[src/rtl/amc_pkg.sv]
package amc_pkg;
    localparam int LANES = 4;
    localparam int DW    = 8 * LANES;

    typedef enum logic [2:0] {
        ST_IDLE   = 3'd0,
        ST_TURN   = 3'd1,
        ST_SETUP  = 3'd2,
        ST_STROBE = 3'd3,
        ST_HOLD   = 3'd4
    } amc_state_e;

    typedef enum logic [1:0] {
        SZ_BYTE = 2'd0,
        SZ_HALF = 2'd1,
        SZ_WORD = 2'd2
    } amc_size_e;
endpackage

[src/rtl/amc_lanes.sv]
module amc_lanes
    import amc_pkg::*;
(
    input  logic [1:0]       size,
    input  logic [1:0]       width,
    input  logic             big,
    input  logic [1:0]       addr_lo,
    input  logic [DW-1:0]    wdata,
    input  logic [LANES-1:0] be,
    input  logic [DW-1:0]    bus_in,
    output logic [DW-1:0]    bus_wdata,
    output logic [LANES-1:0] bus_be,
    output logic [DW-1:0]    rdata
);
    logic [2:0]       n_bytes;
    logic [2:0]       m_bytes;
    logic [2:0]       e_bytes;
    logic [1:0]       offs;
    logic [1:0]       sh;
    logic [2:0]       sh_big;
    logic [LANES-1:0] bmask;
    logic [DW-1:0]    emask;

    always_comb begin
        unique case (size)
            2'd0:    n_bytes = 3'd1;
            2'd1:    n_bytes = 3'd2;
            default: n_bytes = 3'd4;
        endcase
        unique case (width)
            2'd0:    m_bytes = 3'd1;
            2'd1:    m_bytes = 3'd2;
            default: m_bytes = 3'd4;
        endcase
        e_bytes = (n_bytes < m_bytes) ? n_bytes : m_bytes;
        offs    = addr_lo & 2'(m_bytes - 3'd1) & ~2'(e_bytes - 3'd1);
        sh_big  = 3'd4 - {1'b0, offs} - e_bytes;
        sh      = big ? sh_big[1:0] : offs;
        unique case (e_bytes)
            3'd1:    bmask = 4'b0001;
            3'd2:    bmask = 4'b0011;
            default: bmask = 4'b1111;
        endcase
    end

    for (genvar b = 0; b < LANES; b++) begin : g_emask
        assign emask[8*b +: 8] = {8{bmask[b]}};
    end

    assign bus_wdata = (wdata & emask) << {sh, 3'b000};
    assign bus_be    = (be & bmask) << sh;
    assign rdata     = (bus_in >> {sh, 3'b000}) & emask;
endmodule

[src/rtl/amc_seq.sv]
module amc_seq
    import amc_pkg::*;
#(
    parameter int CW = 4,
    parameter int HW = 3
) (
    input  logic          clk,
    input  logic          rst_n,
    input  logic          start,
    input  logic          start_wr,
    input  logic [CW-1:0] cfg_turn,
    input  logic [CW-1:0] cfg_setup,
    input  logic [CW-1:0] cfg_strobe,
    input  logic [HW-1:0] cfg_hold,
    input  logic          rdy,
    output amc_state_e    state,
    output logic          is_wr,
    output logic          cap_en,
    output logic          fin
);
    amc_state_e    state_nxt;
    logic [CW-1:0] cnt, cnt_nxt;
    logic          last_rd;
    logic [CW-1:0] setup_len, strobe_len;

    assign setup_len  = (cfg_setup  == '0) ? CW'(1) : cfg_setup;
    assign strobe_len = (cfg_strobe == '0) ? CW'(1) : cfg_strobe;

    always_comb begin
        state_nxt = state;
        cnt_nxt   = cnt;
        fin       = 1'b0;
        cap_en    = 1'b0;
        unique case (state)
            ST_IDLE: begin
                if (start) begin
                    if (start_wr && last_rd && cfg_turn != '0) begin
                        state_nxt = ST_TURN;
                        cnt_nxt   = cfg_turn;
                    end else begin
                        state_nxt = ST_SETUP;
                        cnt_nxt   = setup_len;
                    end
                end
            end
            ST_TURN: begin
                if (cnt == CW'(1)) begin
                    state_nxt = ST_SETUP;
                    cnt_nxt   = setup_len;
                end else begin
                    cnt_nxt = cnt - CW'(1);
                end
            end
            ST_SETUP: begin
                if (cnt == CW'(1)) begin
                    state_nxt = ST_STROBE;
                    cnt_nxt   = strobe_len;
                end else begin
                    cnt_nxt = cnt - CW'(1);
                end
            end
            ST_STROBE: begin
                if (cnt == CW'(1)) begin
                    if (rdy) begin
                        cap_en = !is_wr;
                        if (cfg_hold == '0) begin
                            state_nxt = ST_IDLE;
                            fin       = 1'b1;
                        end else begin
                            state_nxt = ST_HOLD;
                            cnt_nxt   = CW'(cfg_hold);
                        end
                    end
                end else begin
                    cnt_nxt = cnt - CW'(1);
                end
            end
            ST_HOLD: begin
                if (cnt == CW'(1)) begin
                    state_nxt = ST_IDLE;
                    fin       = 1'b1;
                end else begin
                    cnt_nxt = cnt - CW'(1);
                end
            end
            default: begin
                state_nxt = ST_IDLE;
            end
        endcase
    end

    always_ff @(posedge clk or negedge rst_n) begin
        if (!rst_n) begin
            state   <= ST_IDLE;
            cnt     <= '0;
            is_wr   <= 1'b0;
            last_rd <= 1'b0;
        end else begin
            state <= state_nxt;
            cnt   <= cnt_nxt;
            if (state == ST_IDLE && start) is_wr <= start_wr;
            if (fin) last_rd <= !is_wr;
        end
    end

    // Wait state keeps the strobe on its final count
    assert_wait_extends_R6: assert property (@(posedge clk) disable iff (!rst_n)
        (state == ST_STROBE && cnt == CW'(1) && !rdy) |=> (state == ST_STROBE && cnt == CW'(1)));

    // A write entering setup straight from idle was not owed a gap
    assert_no_skipped_turn_R8: assert property (@(posedge clk) disable iff (!rst_n)
        (state == ST_SETUP && $past(state) == ST_IDLE && is_wr) |-> ($past(!last_rd) || $past(cfg_turn) == '0));
endmodule

[src/rtl/async_mem_ctrl.sv]
module async_mem_ctrl
    import amc_pkg::*;
#(
    parameter int AW = 20,
    parameter int CW = 4,
    parameter int HW = 3
) (
    input  logic             clk,
    input  logic             rst_n,
    input  logic             req_valid,
    output logic             req_ready,
    input  logic             req_write,
    input  logic [1:0]       req_size,
    input  logic [AW-1:0]    req_addr,
    input  logic [31:0]      req_wdata,
    input  logic [3:0]       req_be,
    output logic             done,
    output logic [31:0]      rdata,
    input  logic [1:0]       cfg_width,
    input  logic             cfg_big_endian,
    input  logic [CW-1:0]    cfg_setup,
    input  logic [CW-1:0]    cfg_strobe,
    input  logic [CW-1:0]    cfg_turn,
    input  logic [HW-1:0]    cfg_hold,
    output logic [AW-1:0]    mem_addr,
    output logic [31:0]      mem_dq_out,
    output logic             mem_dq_oe,
    input  logic [31:0]      mem_dq_in,
    output logic             mem_oe_n,
    output logic             mem_re_n,
    output logic             mem_we_n,
    output logic [3:0]       mem_be_n,
    input  logic             mem_rdy
);
    amc_state_e       state;
    logic             is_wr, cap_en, fin, accept, active;
    logic [1:0]       size_q;
    logic [31:0]      wdata_q, lane_rdata;
    logic [3:0]       be_q, lane_be;

    assign accept = req_valid && req_ready;

    always_ff @(posedge clk or negedge rst_n) begin
        if (!rst_n) begin
            mem_addr <= '0;
            size_q   <= '0;
            wdata_q  <= '0;
            be_q     <= '0;
            rdata    <= '0;
            done     <= 1'b0;
        end else begin
            if (accept) begin
                mem_addr <= req_addr;
                size_q   <= req_size;
                wdata_q  <= req_wdata;
                be_q     <= req_be;
            end
            if (cap_en) rdata <= lane_rdata;
            done <= fin;
        end
    end

    amc_seq #(.CW(CW), .HW(HW)) u_seq (
        .clk        (clk),
        .rst_n      (rst_n),
        .start      (accept),
        .start_wr   (req_write),
        .cfg_turn   (cfg_turn),
        .cfg_setup  (cfg_setup),
        .cfg_strobe (cfg_strobe),
        .cfg_hold   (cfg_hold),
        .rdy        (mem_rdy),
        .state      (state),
        .is_wr      (is_wr),
        .cap_en     (cap_en),
        .fin        (fin)
    );

    amc_lanes u_lanes (
        .size      (size_q),
        .width     (cfg_width),
        .big       (cfg_big_endian),
        .addr_lo   (mem_addr[1:0]),
        .wdata     (wdata_q),
        .be        (be_q),
        .bus_in    (mem_dq_in),
        .bus_wdata (mem_dq_out),
        .bus_be    (lane_be),
        .rdata     (lane_rdata)
    );

    always_comb begin
        active    = (state == ST_SETUP) || (state == ST_STROBE) || (state == ST_HOLD);
        req_ready = (state == ST_IDLE);
        mem_oe_n  = !(active && !is_wr);
        mem_re_n  = !(state == ST_STROBE && !is_wr);
        mem_we_n  = !(state == ST_STROBE && is_wr);
        mem_dq_oe = active && is_wr;
        mem_be_n  = active ? ~lane_be : 4'hF;
    end

    assert_oe_covers_re_R3: assert property (@(posedge clk) disable iff (!rst_n)
        !mem_re_n |-> !mem_oe_n);

    assert_strobes_exclusive_R5: assert property (@(posedge clk) disable iff (!rst_n)
        !(!mem_we_n && !mem_oe_n));

    assert_no_drive_in_read_R9: assert property (@(posedge clk) disable iff (!rst_n)
        mem_dq_oe |-> mem_oe_n);

    assert_we_has_driver_R9: assert property (@(posedge clk) disable iff (!rst_n)
        !mem_we_n |-> mem_dq_oe);

    assert_turn_quiet_R8: assert property (@(posedge clk) disable iff (!rst_n)
        (state == ST_TURN) |-> (mem_oe_n && mem_we_n && !mem_dq_oe && mem_be_n == 4'hF));

    assert_addr_held_R14: assert property (@(posedge clk) disable iff (!rst_n)
        (!req_ready && !$past(req_ready)) |-> $stable(mem_addr));

    assert_done_when_idle_R7: assert property (@(posedge clk) disable iff (!rst_n)
        done |-> req_ready);

    assert_done_single_R7: assert property (@(posedge clk) disable iff (!rst_n)
        done |=> !done);
endmodule

[config.mk]
export PLATFORM = sky130hd
export DESIGN_NAME = async_mem_ctrl
export DESIGN_NICKNAME = d
export VERILOG_FILES = /design/src/rtl/amc_pkg.sv /design/src/rtl/amc_lanes.sv /design/src/rtl/amc_seq.sv /design/src/rtl/async_mem_ctrl.sv
export SDC_FILE = /design/constraint.sdc
export NUM_CORES = 1
export LEC_CHECK = 0
export BUFFER_PORTS_ARGS = -buffer_cell sky130_fd_sc_hd__buf_2
export CAP_MARGIN = 40
export CORE_MARGIN = 2
export CORE_UTILIZATION = 54
export CTS_CLUSTER_DIAMETER = 80
export DETAILED_ROUTE_END_ITERATION = 8
export GPL_TIMING_DRIVEN = 0
export HOLD_SLACK_MARGIN = 0.15
export PLACE_DENSITY = 0.95
export SLEW_MARGIN = 20
export SYNTH_ARGS = -nofsm -noshare
export SYNTH_HDL_FRONTEND = slang
export SYNTH_SLANG_ARGS = --single-unit
export TNS_END_PERCENT = 5
[constraint.sdc]
create_clock -name clk -period 12.3 [get_ports clk]
set_input_delay 1.23 -clock clk [delete_from_list [all_inputs] [get_ports clk]]
set_output_delay 1.23 -clock clk [all_outputs]
set_load 0.03 [all_outputs]
# Word-level counts from Yosys, hierarchy flattened
# Index checks and enable logic that the tools add are counted.
# classes
addsub	5
magnitude_cmp	1
n_eq_ne	18
shift	3
n_mux	34
bitwise_logic	7
reduce_logical	24
# op_table
op	n
$and A32 B32 Y32	2
$mux W4	11
$shl A32 B5 Y32	1
$shr A32 B5 Y32	1
$mux W3	8
$pmux W4 S5	1
$pmux W3 S5	1
$pmux W3 S2	2
$ne A2 B1 Y1 const B	5
$eq A3 B2 Y1 const B	3
$logic_and A1 B1 Y1	8
$logic_not A4 Y1	2
$pmux W4 S2	1
$mux W1	7
$eq A3 B1 Y1 const B	2
$logic_not A3 Y1	2
$ne A3 B3 Y1 const B	2
$reduce_and A6 Y1	1
$reduce_and A5 Y1	1
$reduce_bool A5 Y1	1
$and A2 B2 Y2	2
$and A4 B4 Y4	1
$eq A2 B1 Y1 const B	2
$eq A4 B1 Y1 const B	1
other kinds (16)	24
# totals
regBits	100
output_inout_bits	94

# Depth between registers and ports, before layout
# Gate-level depths: netlist of run 1.
# depth
depth_word	13
mapped_depth	18
depth_no_buf	15

# Hierarchy
# Synthesis of run 1 repeated with hierarchy kept, for this count alone.
# unflattened
cells_unflattened	522
hier_area_um2	5754.3
# modules_own_cells
module	instances	cells_per_inst	area_each_um2	seq_area_each_um2
async_mem_ctrl	1	204	3442.1	2277.2
amc_lanes	1	219	1468.9	0.0
amc_seq	1	99	843.3	225.2

# Least setup slack after synthesis of run 1
# No wires, ideal clock.
# synth_path
path_kind	input-to-output
start	in cfg_width[0]
end	out mem_be_n[3]
arrival_time_ns	4.904
required_time_ns	11.070
setup_slack_ns	6.166
stages	16
path_cell_list	or2_2 -> ha_1 -> inv_1 -> ha_1 -> a2111o_1 -> and3_4 -> inv_1 -> ha_1 -> nor3b_2 -> nor2_1 -> a21oi_1 -> and2_4 -> buf_6 -> buf_4 -> a21oi_1 -> o21ai_0
# synth_between
elab_chain_cells	13
# synth_rtl
item	line	text
start: declaration	async_mem_ctrl.sv:19	input logic [1:0] cfg_width,
$eq A2 B1 Y1 or $logic_not A2 Y1 (tied branches)	amc_lanes.sv:30	unique case (width)
$pmux W3 S2 *	amc_lanes.sv:30	
$lt A3 B3 Y1	amc_lanes.sv:35	e_bytes = (n_bytes < m_bytes) ? n_bytes : m_bytes;
$mux W3	amc_lanes.sv:35	
$sub A2 B1 Y2	amc_lanes.sv:36	offs = addr_lo & 2'(m_bytes - 3'd1) & ~2'(e_bytes - 3'd1);
$not A2 Y2	amc_lanes.sv:36	
$and A2 B2 Y2	amc_lanes.sv:36	
$sub A1 B2 Y2	amc_lanes.sv:37	sh_big = 3'd4 - {1'b0, offs} - e_bytes;
$sub A2 B2 Y2	amc_lanes.sv:37	
$mux W2	amc_lanes.sv:38	sh = big ? sh_big[1:0] : offs;
$shl A4 B2 Y4 *	amc_lanes.sv:51	assign bus_be = (be & bmask) << sh;
$not A4 Y4 *	async_mem_ctrl.sv:99	mem_be_n = active ? ~lane_be : 4'hF;
$mux W4 *	async_mem_ctrl.sv:99	
end: declaration	async_mem_ctrl.sv:32	output logic [3:0] mem_be_n,
# Mark *: on every way between the ends. The rest lies on a longest branch, timed or not.

# Worst setup path after layout of run 1
# layout_path
start	in cfg_width[0]
end	out mem_dq_out[16]
# layout_between
elab_chain_cells	11
# layout_rtl
item	line	text
$eq A2 B1 Y1 or $logic_not A2 Y1 (tied branches)	amc_lanes.sv:30	
$pmux W3 S2 *	amc_lanes.sv:30	
$lt A3 B3 Y1	amc_lanes.sv:35	
$mux W3	amc_lanes.sv:35	
$sub A2 B1 Y2	amc_lanes.sv:36	
$not A2 Y2	amc_lanes.sv:36	
$and A2 B2 Y2	amc_lanes.sv:36	
$sub A1 B2 Y2	amc_lanes.sv:37	
$sub A2 B2 Y2	amc_lanes.sv:37	
$mux W2	amc_lanes.sv:38	
$shl A32 B5 Y32 *	amc_lanes.sv:50	assign bus_wdata = (wdata & emask) << {sh, 3'b000};
end: declaration	async_mem_ctrl.sv:26	output logic [31:0] mem_dq_out,
# Marked as above.

==> impl_metrics.yaml, run 1 <==
run_status:
  status: "complete, no violations"
worst_setup_path:
  required_ps: 11070
  slowest_stage: "a2111o_1"
  end_kind: "output port"
  cp_cell_sequence: "buf_2, or2_2, ha_1, inv_1, ha_1, a2111o_1, and3_4, inv_1, ha_1, nor3b_2, nor2_1, a21oi_1, and2_4, buf_6, buf_6, buf_4, a21oi_1, nor2_1, buf_2"
  critical_path_arrival_ps: 5250
  crit_family: "simple AND/OR/NAND/NOR gates"
  cp_max_fo: 10
  cp_common_cell: "ha_1"
  crit_type: "in -> out"
  critPathMaxStageDelay_ps: 470
  cp-start-kind: "input port"
  worst-path-buf-inv: 7
floorplanning:
  row_count: 36
  start_util: 0.562
  core_sq_um: 9860
  die_h_microns: 105
  die_area_sq_um: 11100
  dieWidth_microns: 105
  io_pins: 207
synthesis:
  synth-xor-area-share: 0.00474
  ys_seq_area_frac: 0.451
  synth_edf_count: 0
  yosysTopAreaCell: "dfrtp_1"
  synthSimpleGateAreaFrac: 0.151
  async_flop_share: 1.00
  synth.distinct_cells: 62
  synth_compound_area_frac: 0.144
  syn_inst: 529
  syn_area_sq_um: 5540
  ys.flop_type: "dfrtp_1"
  synth_top_area_frac: 0.451
  synth.area.top_cells: "dfrtp_1, mux2_2, mux2i_1, nand2_1, a21oi_1"
  syn_nets: 648
  ys_warn_count: 0
  ys_seq_elements: 100
  synthAdderAreaFrac: 0.0135
  synthMuxAreaShare: 0.194
  synth_top_family_by_area: "multiplexers"
  syn_avg_cell_area_sq_um: 10.5
drt:
  drt_iter0_markers: 398
  wirelength_microns: 16800
  vias: 5290
  first_pass_iters: 5
  drc_errors: 0
  ant_nets: 0
  avgRoutedWirePerCell_microns: 18.9
  vias_per_cell: 5.97
cells_and_area:
  seqCellArea_sq_um: 2500
  multi_input_area_sq_um: 2810
  final_cell_mix: "buf_2, dfrtp_1, nand2_1, mux2_2, nor2_1"
  drive_above_1_share: 0.433
  final_common_cell: "buf_2"
  nNetsFinal: 867
  antenna_cells: 0
  fillCellCount: 742
  syn2layout_area_growth_pct: 25.9
power:
  pwr-share-clk: 0.090
  p_leak_nw: 3.50
  p_switching_mw: 1.28
  p_sw_frac: 0.527
  internal_power_mw: 1.15
  share_comb_of_total_power: 0.667
  vdd_ir_drop_max_uv: 282
  power.density_nw_per_um2: 347
  pwr-share-seq: 0.243
cts:
  path_clk_slew_ps: 100
  cts_made_buffers: 9
  cts_setup_buffers: 0
  cts_hold_buf: 0
  cts_tree: "built"
  insertion_delay_ps: 390
  cts_sinks: 100
  htreeDepth: 3
  root_buffer: "clkbuf_8"
  clock_path_buffers: 2
  cts_resized: 0
grt:
  grt_overflow_total: 0
  track_usage: 0.307
  grt_pass1_wl_microns: 26900
  grt_max_degree: 81
  grt_antenna_before_repair: 1
  grt_pass1_vias: 5390
sta:
  grt_setup_unrepaired: "false"
  hold_violations: 0
  worstMarginPinSlew_ps: 695
  final_max_slew_viol_count: 0
  period_share: 0.527
  setup_violations: 0
  timing.slew.headroom: 0.536
  maxClockFrequency_mhz: 154
  clock_skew_ps: 13.1
  finalCriticalPeriod_ps: 6480
  setup_slack_ps: 5820
  tns_ps: 0
worst_hold_path:
  hold_path.class: "reg -> reg"
place:
  gp_congestion: 0.947
  place_ws_ps: 5890
  io_buffer_count: 206
  hpwlAfterDp_microns: 12600
run:
  max_cap_viol_count: 0
[layer usage]
| layer | global-route usage | share of wire | up-vias |
|---|---|---|---|
| met1 | 0.376 | 0.38 | 2562 |
| li1 | - | - | 2354 |
| met3 | 0.0643 | 0.091 | 41 |
| met5 | 0 | 0.00077 | - |
| met4 | 0.108 | 0.024 | 2 |
| met2 | 0.535 | 0.51 | 331 |
[power groups by stage]
stage / clock (mW) / sequential [mW] / combinational (mW)
4_1_cts: 0.221 / 0.584 / 1.60
6_report: 0.219 / 0.588 / 1.62
3_3_place_gp: 0 / 0.580 / 1.56
2_1_floorplan: 0 / 0.702 / 1.03
5_1_grt: 0.235 / 0.605 / 1.71
3_5_place_dp: 0 / 0.590 / 1.59
[metrics by stage]
step	power, mW	instance area (sq um)	std cells	utilization	hold WS, ps
global route	2.55	6980	886	0.707	497
finish	2.42	6980	886	0.707	482
floorplan	1.73	5540	529	-	480
CTS	2.41	6970	885	0.707	483
global placement	2.14	6740	868	0.683	455
detailed placement	2.18	6770	869	0.687	461
[flip-flops by register name, summed over array words and instances, names as in the netlist, 2 cells and up]
signal / cells
mem_addr: 20
u_seq.state: 3
u_seq.cnt: 4
wdata_q: 32
size_q: 2
rdata: 32
be_q: 4
[kinds of logic after synthesis]
group                    count (synthesis)
multiplexers                            97
flip-flops                             100
buffers and inverters                   48
XOR/XNOR                                 3
adder cells (fa/ha/maj)                  6
AND/OR/NAND/NOR                        166
AO/OA/AOI/OAI                          109
[path summary, 6_finish.rpt]
check | start | end | slack, ps | cells past startpoint
min in group asynchronous | rst_n | rdata[14] | 680 | 1
max in group asynchronous | rst_n | mem_addr[13] | 10950 | 2
hold / removal | rdata[4] | rdata[4] | 480 | 2
setup / recovery | cfg_width[0] | mem_dq_out[16] | 5820 | 19
hold reg to reg | rdata[4] | rdata[4] | 480 | 2
setup reg to reg | size_q[1] | rdata[23] | 8520 | 12
[synth_stat cells (all sizes together) (2+ instances only)]
cell type / instances
dfrtp: 100
mux2: 70
nand2: 68
nor2: 31
a21oi: 29
mux2i: 27
clkbuf: 23
and3: 17
o21ai: 17
buf: 16
nand3: 11
a32o: 9
inv: 9
o22ai: 9
a221oi: 8
a22o: 8
nor3: 8
o31ai: 8
and2: 6
ha: 6
or3: 5
a31oi: 4
nor2b: 4
nor4: 3
xnor2: 3
a21o: 2
nand4: 2
nor3b: 2
o32ai: 2
or2: 2
or3b: 2
[area by class of cell]
type	instances	share of cell area
Multi-Input combinational cell	381	0.403
Sequential cell	100	0.359
Timing Repair Buffer	208	0.153
Inverter	9	0.00484
Buffer	39	0.0283
Clock buffer	9	0.0178
Clock inverter	7	0.0108
Tap cell	133	0.0238
[worst register-to-register path: stages (launching register included)]
cell and delay [ps]:
dfrtp_1 430, clkbuf_1 130, ha_1 320, a2111o_1 470, and3_4 230, inv_1 60
ha_1 230, nor3b_2 420, nor2_1 70, a21oi_1 370, nand3_2 280, clkbuf_1 350
o31ai_1 310
No activity file was read; power rests on OpenSTA's default activity.
==> run 2: changes to the inputs <==
--- a/config.mk
+++ b/config.mk
@@ -8,12 +8,12 @@
 export BUFFER_PORTS_ARGS = -buffer_cell sky130_fd_sc_hd__buf_2
 export CAP_MARGIN = 40
 export CORE_MARGIN = 2
-export CORE_UTILIZATION = 54
+export CORE_UTILIZATION = 50
 export CTS_CLUSTER_DIAMETER = 80
 export DETAILED_ROUTE_END_ITERATION = 8
 export GPL_TIMING_DRIVEN = 0
 export HOLD_SLACK_MARGIN = 0.15
-export PLACE_DENSITY = 0.95
+export PLACE_DENSITY = 0.92
 export SLEW_MARGIN = 20
 export SYNTH_ARGS = -nofsm -noshare
 export SYNTH_HDL_FRONTEND = slang
==> constraint.sdc (replaced) <==
create_clock -name clk -period 6.1 [get_ports clk]
set_input_delay 0.61 -clock clk [delete_from_list [all_inputs] [get_ports clk]]
set_output_delay 0.61 -clock clk [all_outputs]
set_load 0.03 [all_outputs]
==> impl_metrics.yaml, run 2 (same netlist as run 1, synthesis figures left out) <==
cts:
  cts_hold_buf: 0
  cts_sinks: 100
  insertion_delay_ps: 350
  cts_resized: 0
  htreeDepth: 3
  cts_made_buffers: 9
  cts_setup_buffers: 0
  cts_tree: "built"
  path_clk_slew_ps: 90
  clock_path_buffers: 2
  root_buffer: "clkbuf_8"
worst_setup_path:
  timing.rr.end: "rdata[22]"
  worst-path-buf-inv: 5
  startpoint: "cfg_width[0]"
  crit_type: "in -> out"
  slowest_stage: "a2111o_1"
  path_depth: 16
  worstSetupEndpoint: "mem_dq_out[30]"
  critPathMaxStageDelay_ps: 470
  cp-start-kind: "input port"
  cp_common_cell: "ha_1"
  critical_path_arrival_ps: 4550
  crit_family: "simple AND/OR/NAND/NOR gates"
  cp_cell_sequence: "buf_2, or2_2, ha_1, inv_1, ha_1, a2111o_1, and3_4, inv_1, ha_1, nor3b_2, nor2_1, a21oi_1, nand3_2, clkbuf_1, o22ai_1, buf_2"
  required_ps: 5490
  reg2reg_depth: 12
  r2r_start: "size_q[1]"
  worst-r2r-setup-slack_ps: 2280
  end_kind: "output port"
  cp_max_fo: 10
drt:
  ant_nets: 0
  wirelength_microns: 16200
  vias: 5148
  vias_per_cell: 5.77
  avgRoutedWirePerCell_microns: 18.2
  drc_errors: 0
  first_pass_iters: 6
  drt_iter0_markers: 309
power:
  p_sw_frac: 0.522
  internal_power_mw: 2.31
  vdd_ir_drop_max_uv: 493
  p_switching_mw: 2.52
  power.density_nw_per_um2: 692
  pwr-share-seq: 0.245
  p_leak_nw: 3.49
  pwr-share-clk: 0.087
  share_comb_of_total_power: 0.668
sta:
  period_share: 0.846
  hold_violations: 0
  holdWs_ps: 152
  clock_skew_ps: 18.6
  timing.slew.headroom: 0.500
  maxClockFrequency_mhz: 194
  setup_violations: 0
  final_max_slew_viol_count: 0
  setup_slack_ps: 941
  grt_setup_unrepaired: "false"
  tns_ps: 0
  finalCriticalPeriod_ps: 5160
  worstMarginPinSlew_ps: 749
floorplanning:
  start_util: 0.511
  dieWidth_microns: 109
  die_h_microns: 109
  die_area_sq_um: 11900
  row_count: 38
  core_sq_um: 10800
  io_pins: 207
cells_and_area:
  syn2layout_area_growth_pct: 25.9
  final_common_cell: "buf_2"
  fillCellCount: 914
  top_regs: "rdata: 32 flops, wdata_q: 32 flops, mem_addr: 20 flops"
  nNetsFinal: 867
  antenna_cells: 0
  final_cell_mix: "buf_2, dfrtp_1, nand2_1, mux2_2, nor2_1"
  drive_above_1_share: 0.431
worst_hold_path:
  hold_path.class: "in -> async"
grt:
  track_usage: 0.272
  grt_overflow_total: 0
  grt_pass1_wl_microns: 25200
  grt_max_degree: 62
  grt_pass1_vias: 5156
  grt_antenna_before_repair: 0
run:
  max_cap_viol_count: 0
place:
  hpwlAfterDp_microns: 12400
  io_buffer_count: 206
  place_ws_ps: 954
  gp_congestion: 0.903
run_status:
  status: "complete, no violations"
-- run 2: worst min path at each step --
stage	start	end	slack, ps	depth (start not counted)
floorplan	rst_n	be_q[0]	310	0
global placement	rdata[20]	rdata[20]	460	2
detailed placement	rdata[23]	rdata[23]	460	2
CTS	rst_n	rdata[25]	150	1
global route	rst_n	mem_addr[11]	170	1
finish	rst_n	rdata[25]	150	1
-- run 2: metrics by stage --
step / instances / area, sq um / util / total power, mW
final: 892 / 6980 / 0.644 / 4.83
after global routing: 892 / 6980 / 0.644 / 5.13
after CTS: 892 / 6980 / 0.644 / 4.82
after detailed placement: 877 / 6790 / 0.626 / 4.39
after global placement: 875 / 6750 / 0.623 / 4.32
after floorplan: 529 / 5540 / - / 3.49
-- run 2: worst register-to-register path: cells and delay by family, from the launching register on --
family                     cells  cell delay, ps
adders and majority gates      2             530
AOI/OAI and AO/OA              3            1190
buffers and inverters          3             570
and+or+nand+nor                4            1010
DFF                            1             430
-- run 2: layer usage --
layer	share of wire	vias to the layer above	global-route usage
li1	-	2358	-
met1	0.40	2494	0.354
met2	0.49	264	0.461
met3	0.084	32	0.0462
met4	0.023	0	0.0904
met5	0	-	0
-- run 2: cell type report --
type | count | area, sq um | area share
multi-input combinational | 381 | 2810 | 0.403
inverter | 9 | 33.8 | 0.00484
timing repair buffer | 208 | 1070 | 0.153
buffer | 39 | 198 | 0.0283
sequential | 100 | 2500 | 0.359
tap | 140 | 175 | 0.0251
clock inverter | 5 | 62.6 | 0.00897
clock buffer | 10 | 128 | 0.0183
-- run 2: power groups by stage --
stage	clock (mW)	sequential [mW]	combinational [mW]
floorplan	0	1.42	2.08
global placement	0	1.18	3.15
detailed placement	0	1.19	3.21
CTS	0.431	1.18	3.22
global route	0.460	1.22	3.45
finish	0.422	1.18	3.23
==> run 3: changes to the inputs <==
--- a/config.mk
+++ b/config.mk
@@ -5,15 +5,16 @@
 export SDC_FILE = /design/constraint.sdc
 export NUM_CORES = 1
 export LEC_CHECK = 0
+export ABC_AREA = 1
 export BUFFER_PORTS_ARGS = -buffer_cell sky130_fd_sc_hd__buf_2
 export CAP_MARGIN = 40
 export CORE_MARGIN = 2
-export CORE_UTILIZATION = 50
+export CORE_UTILIZATION = 46
 export CTS_CLUSTER_DIAMETER = 80
 export DETAILED_ROUTE_END_ITERATION = 8
 export GPL_TIMING_DRIVEN = 0
 export HOLD_SLACK_MARGIN = 0.15
-export PLACE_DENSITY = 0.92
+export PLACE_DENSITY = 0.88
 export SLEW_MARGIN = 20
 export SYNTH_ARGS = -nofsm -noshare
 export SYNTH_HDL_FRONTEND = slang
==> constraint.sdc (replaced) <==
create_clock -name clk -period 4.7 [get_ports clk]
set_input_delay 0.47 -clock clk [delete_from_list [all_inputs] [get_ports clk]]
set_output_delay 0.47 -clock clk [all_outputs]
set_load 0.03 [all_outputs]
==> impl_metrics.yaml, run 3 <==
worst_setup_path:
  required_ps: 4230
  cp_cell_sequence: "buf_2, inv_2, nand2_2, ha_1, inv_1, ha_1, inv_1, a21oi_2, nand2_2, nand3_2, nand2_2, inv_1, ha_1, nor3_1, inv_1, nand3_4, nand2_8, buf_4, nor3_1, buf_2"
  worst-path-buf-inv: 8
  cp_common_cell: "inv_1"
  cp_max_fo: 10
  crit_type: "in -> out"
  cp-start-kind: "input port"
  worst-r2r-setup-slack_ps: 1690
  critical_path_arrival_ps: 3520
  slowest_stage: "nor3_1"
  end_kind: "output port"
  crit_family: "simple AND/OR/NAND/NOR gates"
  critPathMaxStageDelay_ps: 360
place:
  io_buffer_count: 206
  hpwlAfterDp_microns: 14500
  place_ws_ps: 720
  gp_congestion: 0.942
sta:
  final_max_slew_viol_count: 0
  tns_ps: 0
  period_share: 0.850
  hold_violations: 0
  worstMarginPinSlew_ps: 663
  setup_violations: 0
  timing.slew.headroom: 0.556
  setup_slack_ps: 706
  finalCriticalPeriod_ps: 3990
  clock_skew_ps: 6.73
  grt_setup_unrepaired: "false"
  maxClockFrequency_mhz: 250
run_status:
  status: "complete, no violations"
grt:
  grt_pass1_wl_microns: 30800
  grt_antenna_before_repair: 0
  grt_max_degree: 73
  track_usage: 0.273
  grt_pass1_vias: 6499
  grt_overflow_total: 0
cells_and_area:
  syn2layout_area_growth_pct: 26.7
  top_regs: "rdata: 32 flops, wdata_q: 32 flops, mem_addr: 20 flops"
  fillCellCount: 1160
  final_cell_mix: "nand2_1, buf_2, dfrtp_1, inv_1, nand3_1"
  nNetsFinal: 1218
  drive_above_1_share: 0.258
  antenna_cells: 0
  final_common_cell: "nand2_1"
power:
  power.density_nw_per_um2: 858
  p_leak_nw: 4.45
  vdd_ir_drop_max_uv: 504
synthesis:
  synth_top_family_by_area: "simple AND/OR/NAND/NOR gates"
  ys_top_cells_by_count: "nand2_1, dfrtp_1, inv_1"
  synth.distinct_cells: 37
  syn_area_sq_um: 5990
  ys.flop_type: "dfrtp_1"
  synthSimpleGateAreaFrac: 0.402
  synth.area.top_cells: "dfrtp_1, nand2_1, nand3_1, inv_1, o21ai_0"
  ys_seq_area_frac: 0.418
  synth_edf_count: 0
  synthMuxAreaShare: 0
  synth_compound_area_frac: 0.0762
  yosysMostFrequentCell: "nand2_1"
  syn_avg_cell_area_sq_um: 6.81
  synth-xor-area-share: 0.00292
  async_flop_share: 1.00
  ys_seq_elements: 100
  synthAdderAreaFrac: 0.0125
  synth_top_area_frac: 0.418
  ys_warn_count: 0
  syn_nets: 999
  syn_inst: 880
  yosysTopAreaCell: "dfrtp_1"
run:
  max_cap_viol_count: 0
cts:
  cts_made_buffers: 9
  insertion_delay_ps: 350
  cts_tree: "built"
  path_clk_slew_ps: 70
  root_buffer: "clkbuf_16"
  clock_path_buffers: 2
  htreeDepth: 3
  cts_sinks: 100
  cts_setup_buffers: 0
floorplanning:
  dieWidth_microns: 118
  die_h_microns: 118
  core_sq_um: 12700
  die_area_sq_um: 14000
  io_pins: 207
  start_util: 0.473
  row_count: 41
drt:
  drt_iter0_markers: 606
  vias_per_cell: 5.25
  ant_nets: 0
  vias: 6695
  avgRoutedWirePerCell_microns: 14.8
  wirelength_microns: 18900
  first_pass_iters: 5
  drc_errors: 0
worst_hold_path:
  hold_path.class: "in -> reg"
-- run 3: worst paths after layout --
check / end / cells past startpoint / startpoint
worst min-delay path: wdata_q[31] / 3 / req_wdata[31]
max in group asynchronous: mem_addr[10] / 3 / rst_n
worst max-delay path: mem_dq_out[7] / 20 / cfg_width[1]
worst min register to register: mem_addr[17] / 2 / mem_addr[17]
min in group asynchronous: rdata[5] / 2 / rst_n
worst max register to register: rdata[8] / 16 / size_q[1]
-- run 3: area by class of cell --
type	instances	area, sq um	area share
clock inverter	6	83.8	0.0110
buffer	43	238	0.0313
tap	172	215	0.0284
inverter	78	295	0.0389
multi-input combinational	659	2960	0.389
sequential	100	2500	0.330
clock buffer	9	225	0.0297
timing repair buffer	208	1070	0.142
-- run 3: worst reg2reg max path, stage by stage (launching register included) --
cell,delay (ps)
dfrtp_1,410
clkbuf_1,130
ha_1,290
inv_1,70
a21oi_2,40
nand2_2,80
nand3_2,190
nand2_2,150
inv_1,50
ha_1,260
nor3_1,360
inv_1,140
nand3_4,190
buf_2,250
nand3_1,110
nand3_1,120
nand2_1,70
-- run 3: power by group --
part           switching (mW)  leakage [nW]  total, mW  internal [mW]
clock                   0.349         0.151      0.771          0.422
combinational            3.02          3.03       4.24           1.22
sequential              0.257          1.26       1.50           1.24
-- run 3: kinds of logic after synthesis --
family,Yosys count
AOI/OAI and AO/OA,86
xor gates and xnor gates,2
buffers and inverters,121
and+or+nand+nor,565
adders and majority gates,6
DFF,100
-- run 3: metal layers --
layer | GRT usage | vias up | share of wire
li1 | - | 3210 | -
met3 | 0.0533 | 43 | 0.086
met1 | 0.344 | 3063 | 0.41
met4 | 0.114 | 0 | 0.027
met5 | 0 | - | 0
met2 | 0.458 | 379 | 0.48
-- run 3: what timing repair did --
| action | 4_1_cts | 5_1_grt |
|---|---|---|
| gates resized for setup | 0 | 0 |
| hold endpoints to repair | 28 | 0 |
| hold buffers | 1 | 0 |
-- run 3: through the flow --
step | power, mW | utilization | hold WS (ps) | instance area (sq um) | std cells
after floorplan | 4.47 | - | 174 | 5990 | 880
after global placement | 5.63 | 0.571 | 450 | 7240 | 1258
after detailed placement | 5.70 | 0.574 | 354 | 7270 | 1259
after CTS | 6.49 | 0.599 | 303 | 7590 | 1275
after global routing | 6.98 | 0.599 | 314 | 7590 | 1275
final | 6.51 | 0.599 | 309 | 7590 | 1275
